<file path="config.mk">
export PLATFORM = sky130hd
export DESIGN_NAME = i2c_unstick
export DESIGN_NICKNAME = d
export VERILOG_FILES = /design/src/rtl/i2c_unstick_pkg.sv /design/src/rtl/unstick_sync.sv /design/src/rtl/unstick_timer.sv /design/src/rtl/unstick_fsm.sv /design/src/rtl/i2c_unstick.sv
export SDC_FILE = /design/constraint.sdc
export NUM_CORES = 1
export LEC_CHECK = 0
export ABC_AREA = 1
export BUFFER_PORTS_ARGS = -buffer_cell sky130_fd_sc_hd__buf_4
export CORE_ASPECT_RATIO = 2
export CORE_MARGIN = 2
export CORE_UTILIZATION = 50
export DETAILED_ROUTE_END_ITERATION = 7
export MAX_ROUTING_LAYER = met4
export PLACE_DENSITY = 0.69
export REMOVE_ABC_BUFFERS = 1
export SYNTH_ARGS = -nofsm -noshare
export SYNTH_HDL_FRONTEND = slang
export SYNTH_SLANG_ARGS = --single-unit
</file>
<file path="constraint.sdc">
create_clock -name clk -period 1.71 [get_ports clk]
set_clock_uncertainty 0.1 [all_clocks]
set_input_delay 0.2565 -clock clk [delete_from_list [all_inputs] [get_ports clk]]
set_output_delay 0.2565 -clock clk [all_outputs]
set_load 0.01 [all_outputs]
</file>
<file path="src/rtl/i2c_unstick_pkg.sv">
// Shared definitions for the bus-stuck recovery sequencer.
package i2c_unstick_pkg;
    typedef enum logic [2:0] {
        ST_IDLE   = 3'd0,
        ST_CHECK  = 3'd1,
        ST_SETTLE = 3'd2,
        ST_PROBE  = 3'd3,
        ST_LOW    = 3'd4,
        ST_HIGH   = 3'd5,
        ST_FINISH = 3'd6
    } rcv_state_t;
endpackage

</file>
<file path="src/rtl/unstick_sync.sv">
// Multi-stage synchronizer for the raw bus levels.
// Assumes: inputs are asynchronous levels; reset value is 1 (idle bus high).
module unstick_sync #(
    parameter int WIDTH  = 2,
    parameter int STAGES = 2
) (
    input  logic             clk,
    input  logic             rst_n,
    input  logic [WIDTH-1:0] raw,
    output logic [WIDTH-1:0] synced
);
    genvar b;
    generate
        for (b = 0; b < WIDTH; b++) begin : g_bit
            logic [STAGES-1:0] chain;
            // Shift each bit through its own flop chain.
            always_ff @(posedge clk) begin
                if (!rst_n) chain <= '1;
                else        chain <= {chain[STAGES-2:0], raw[b]};
            end
            assign synced[b] = chain[STAGES-1];
        end
    endgenerate
endmodule

</file>
<file path="src/rtl/unstick_timer.sv">
// Phase timer: after a load, expired goes high PHASE_CLKS cycles later.
// Assumes: PHASE_CLKS >= 1; it holds at zero until the next load.
module unstick_timer #(
    parameter int PHASE_CLKS = 500
) (
    input  logic clk,
    input  logic rst_n,
    input  logic load,
    output logic expired
);
    localparam int TW = $clog2(PHASE_CLKS + 1);
    logic [TW-1:0] cnt;

    // Reload on request, otherwise count down to zero and stay there.
    always_ff @(posedge clk) begin
        if (!rst_n)          cnt <= '0;
        else if (load)       cnt <= TW'(PHASE_CLKS - 1);
        else if (cnt != '0)  cnt <= cnt - 1'b1;
    end

    assign expired = (cnt == '0);

    AST_TIMER_RANGE: assert property (@(posedge clk) disable iff (!rst_n)
        cnt <= TW'(PHASE_CLKS - 1));
endmodule

</file>
<file path="src/rtl/unstick_fsm.sv">
// Recovery control: bus check, settle, probe/pulse loop with a pulse budget.
// Assumes: bus_free comes from synchronized lines; PHASE_CLKS >= 3.
module unstick_fsm
    import i2c_unstick_pkg::*;
#(
    parameter int MAX_PULSES = 100
) (
    input  logic clk,
    input  logic rst_n,
    input  logic start,
    input  logic bus_free,
    input  logic phase_done,
    output logic phase_load,
    output logic scl_pull,
    output logic busy,
    output logic done,
    output logic fail,
    output logic status_clr
);
    localparam int PW = $clog2(MAX_PULSES + 1);

    rcv_state_t     state, nxt;
    logic [PW-1:0]  pulses;
    logic           fail_q;
    logic           accept;

    assign accept = (state == ST_IDLE) && start;

    // Next-state and phase-timer load decisions.
    always_comb begin
        nxt        = state;
        phase_load = 1'b0;
        case (state)
            ST_IDLE:   if (start) nxt = ST_CHECK;
            ST_CHECK:  begin
                if (bus_free) nxt = ST_FINISH;
                else begin nxt = ST_SETTLE; phase_load = 1'b1; end
            end
            ST_SETTLE: if (phase_done) nxt = ST_PROBE;
            ST_PROBE:  begin
                if (bus_free || pulses == PW'(MAX_PULSES)) nxt = ST_FINISH;
                else begin nxt = ST_LOW; phase_load = 1'b1; end
            end
            ST_LOW:    if (phase_done) begin nxt = ST_HIGH; phase_load = 1'b1; end
            ST_HIGH:   if (phase_done) nxt = ST_PROBE;
            ST_FINISH: nxt = ST_IDLE;
            default:   nxt = ST_IDLE;
        endcase
    end

    // State register.
    always_ff @(posedge clk) begin
        if (!rst_n) state <= ST_IDLE;
        else        state <= nxt;
    end

    // Pulse budget counter: cleared per run, bumped on each low phase entry.
    always_ff @(posedge clk) begin
        if (!rst_n)                                   pulses <= '0;
        else if (accept)                              pulses <= '0;
        else if (state == ST_PROBE && nxt == ST_LOW)  pulses <= pulses + 1'b1;
    end

    // Failure flag: set when the budget runs out, cleared by the next run.
    always_ff @(posedge clk) begin
        if (!rst_n)      fail_q <= 1'b0;
        else if (accept) fail_q <= 1'b0;
        else if (state == ST_PROBE && !bus_free && pulses == PW'(MAX_PULSES))
                         fail_q <= 1'b1;
    end

    assign scl_pull   = (state == ST_LOW);
    assign busy       = (state != ST_IDLE);
    assign done       = (state == ST_FINISH);
    assign fail       = fail_q;
    assign status_clr = accept;

    AST_BUDGET_LIMIT: assert property (@(posedge clk) disable iff (!rst_n)
        pulses <= PW'(MAX_PULSES));
    AST_FAIL_WITH_DONE: assert property (@(posedge clk) disable iff (!rst_n)
        $rose(fail_q) |-> done);
    AST_DONE_ONE_CYCLE: assert property (@(posedge clk) disable iff (!rst_n)
        done |=> (!done && !busy));
    AST_CLR_STARTS_RUN: assert property (@(posedge clk) disable iff (!rst_n)
        status_clr |=> (busy && !status_clr));
    AST_PULL_ONLY_BUSY: assert property (@(posedge clk) disable iff (!rst_n)
        scl_pull |-> (busy && !done));
    AST_START_IGNORED: assert property (@(posedge clk) disable iff (!rst_n)
        (busy && start && state != ST_PROBE) |=> $stable(pulses));
endmodule

</file>
<file path="src/rtl/i2c_unstick.sv">
// Top of the bus-stuck recovery sequencer: synchronizer, phase timer, control.
// Assumes: scl_in/sda_in are raw wire levels; outputs drive open-drain pads
// as pull-low enables only; PHASE_CLKS >= 3 clocks.
module i2c_unstick #(
    parameter int PHASE_CLKS = 500,
    parameter int MAX_PULSES = 100,
    parameter int SYNC_STAGES = 2
) (
    input  logic clk,
    input  logic rst_n,
    input  logic start,
    input  logic scl_in,
    input  logic sda_in,
    output logic scl_pull,
    output logic sda_pull,
    output logic hold_core,
    output logic status_clr,
    output logic busy,
    output logic done,
    output logic fail
);
    logic [1:0] line_sync;
    logic       bus_free;
    logic       phase_load;
    logic       phase_done;

    unstick_sync #(.WIDTH(2), .STAGES(SYNC_STAGES)) u_sync (
        .clk(clk), .rst_n(rst_n), .raw({scl_in, sda_in}), .synced(line_sync)
    );

    // Free only when both synchronized lines read high.
    assign bus_free = line_sync[1] & line_sync[0];

    unstick_timer #(.PHASE_CLKS(PHASE_CLKS)) u_timer (
        .clk(clk), .rst_n(rst_n), .load(phase_load), .expired(phase_done)
    );

    unstick_fsm #(.MAX_PULSES(MAX_PULSES)) u_fsm (
        .clk(clk), .rst_n(rst_n), .start(start), .bus_free(bus_free),
        .phase_done(phase_done), .phase_load(phase_load), .scl_pull(scl_pull),
        .busy(busy), .done(done), .fail(fail), .status_clr(status_clr)
    );

    assign sda_pull  = 1'b0;
    assign hold_core = busy;
endmodule

</file>
==> reports/metrics.yaml <==
hold_depth: 2
critPathMaxFanout: 10
post-cts-setup-buffers: 0
cts_made_buffers: 3
antenna-diode-count: 0
drt_iter0_drc: 25
cp-start-kind: "flop"
grt_max_degree: 15
crit_type: "reg -> reg"
vias: 1264
fin_crit_sh: 0.8970
crit_required_ns: 1.76
start_util: 0.5336
cts_resized: 0
p_sw_uw: 864.9
wl_met3_um: 71
drtAntennaViolNets: 0
clkPwrFrac: 0.231
power.density_mw_per_mm2: 1405
ff2ff_setup_slack_ns: 0.18
grt_pass1_wl_mm: 4.836
placed_cell_area_mm2: 0.001463
clk_pin_slew_worst_paths_ns: 0.09
status: "completed"
ys_seq_area_frac: 0.3504
slew_viol_final: 0
cts_tree: "built"
dp_hpwl_mm: 2.368
cts_hold_buf: 0
syn_inst: 201
routed.top_layer: "met4"
dr.pass1.iters: 5
hold_path_class: "in -> reg"
drive_above_1_share: 0.2028
rows: 26
grt_overflow: 0
vias_per_cell: 5.267
dr_wl_met2_mm: 1.704
internal_power_uw: 1307
pwr-share-comb: 0.427
syn_area_mm2: 0.001371
hold_end: "u_sync.g_bit[1].chain[0]"
seqPwrFrac: 0.342
fin_ws_ns: 0.1761
dieArea_mm2: 0.003203
place.gp.congestion: 0.8265
setup_viol: 0
min-delay-start: "scl_in"
wl_met1_mm: 1.061
postLayoutCellArea_mm2: 0.001546
hold_viol: 0
yosys_warnings: 0
rr_worst_depth: 9
drc_errors: 0
place_ws_ns: 0.1272
yosys.area.top_type_share: 0.3504
critPathArrivalTime_ns: 1.58
nets: 222
nFillCells: 245
synthTopCellsByArea: "dfxtp_1, nand2_1, nor2_1"
period_needed_ns: 1.534
rsz0062_at_grt: "false"
dieWidth_um: 41.03
io_buffers: 10
fin_util: 0.6018
ys_ff_latch: 24
crit-reg2reg-launch: "u_fsm.pulses[0]"
chipHeight_um: 78.06
antenna_found_initial: 0
clkSinkCount: 24
maxCapViolCount: 0
setup-tns-final_ns: 0
leakage_uw: 0.0007273
clockRootBuffer: "clkbuf_8"
clk_latency_ns: 0.27
max-vdd-ir-drop_v: 0.0009376
synth.distinct_cells: 25
area_growth_pct: 12.77
wl_mm: 2.939
switching_share: 0.3982
ios: 12
wl_per_cell_um: 12.25
cts_buffer_depth: 2
syn_avg_cell_area_um2: 6.822
fp.coreArea_mm2: 0.002570
worst_r2r_endpoint: "u_timer.cnt[4]"
end_kind: "flop"
grt_pass1_vias: 1232
htreeDepth: 1
track_usage: 0.2178
max_freq_mhz: 651.9
yosys.area.top_type: "dfxtp_1"
## how the worst max path moves through the flow
| stage | start | endpoint | slack [ns] | cells after the start |
|---|---|---|---|---|
| floorplan | u_fsm.pulses[0] | u_fsm.pulses[6] | 0.29 | 10 |
| global placement | u_fsm.pulses[0] | u_timer.cnt[4] | 0.17 | 9 |
| detailed placement | u_fsm.pulses[0] | u_fsm.pulses[6] | 0.13 | 10 |
| CTS | u_fsm.pulses[0] | u_timer.cnt[2] | 0.11 | 10 |
| global route | u_fsm.pulses[1] | u_timer.cnt[3] | 0.02 | 10 |
| finish | u_fsm.pulses[0] | u_timer.cnt[4] | 0.18 | 9 |
## through the flow
stage / cells / total power, uW / hold WS, ns
after floorplan: 198 / 1433 / 0.2631
after global placement: 236 / 1641 / 0.2973
after detailed placement: 236 / 1666 / 0.3065
after CTS: 240 / 2170 / 0.06777
after global routing: 240 / 2342 / 0.06290
final: 240 / 2172 / 0.06914
## flip-flops by register name (all words and copies together), names as in the netlist
name and cells:
u_timer.cnt 9, u_fsm.pulses 7, u_sync.g_bit.chain 4, u_fsm.state 3
u_fsm.fail 1
## cell usage in the layout (no fill, tap or decap), drive strengths merged
cell,Yosys,layout
a21oi,15,15
buf,2,10
bufinv,0,1
clkbuf,1,3
clkinv,1,1
conb,1,1
dfxtp,24,24
ha,4,4
inv,27,27
nand2,53,53
nand3,19,19
nand4,4,4
nor2,32,32
nor3,3,3
o21ai,6,6
or2,4,4
xnor2,1,1
xor2,4,4
## routing by layer
| metal | GRT usage | up-vias |
|---|---|---|
| met4 | 0.1000 | 0 |
| met2 | 0.3969 | 28 |
| li1 | - | 650 |
| met1 | 0.1960 | 575 |
| met5 | - | - |
| met3 | 0.02825 | 11 |
## kinds of logic after synthesis
group | synth area share
AOI/OAI and AO/OA | 0.07664
xor gates and xnor gates | 0.03193
adders and majority gates | 0.03650
buffers and inverters | 0.09123
DFF | 0.3504
other | 0.002735
and+or+nand+nor | 0.4106
## Yosys cell counts (all sizes together)
cell type / count
o21ai: 6
clkbuf: 1
conb: 1
ha: 4
nand3: 19
dfxtp: 24
inv: 27
nand4: 4
clkinv: 1
xor2: 4
a21oi: 15
or2: 4
xnor2: 1
nor3: 3
nand2: 53
nor2: 32
buf: 2
## critical path: stages (launching register included)
cell and delay, ns:
dfxtp_2 0.35, inv_2 0.07, ha_1 0.14, inv_1 0.08, nor2_8 0.10, nand3_4 0.11, nand2_8 0.11, nand2_2 0.07
nor2_4 0.18, a21oi_1 0.09
## cell type report
cell class	count	area [um^2]	area share
Sequential cell	24	481.7	0.3115
Multi-Input combinational cell	146	777.0	0.5024
Tap cell	28	35.03	0.02265
Clock buffer	3	41.29	0.02670
Inverter	28	106.4	0.06877
Clock inverter	1	30.03	0.01942
Timing Repair Buffer	10	75.07	0.04854
## power by group through the flow
stage          combinational [uW]  clock [uW]  sequential [uW]
4_1_cts                       920         510              740
3_5_place_dp                  913           0              753
6_report                      928         501              743
3_3_place_gp                  889           0              752
2_1_floorplan                 701           0              733
5_1_grt                      1060         534              752
Power figures use the tool's default switching activity.
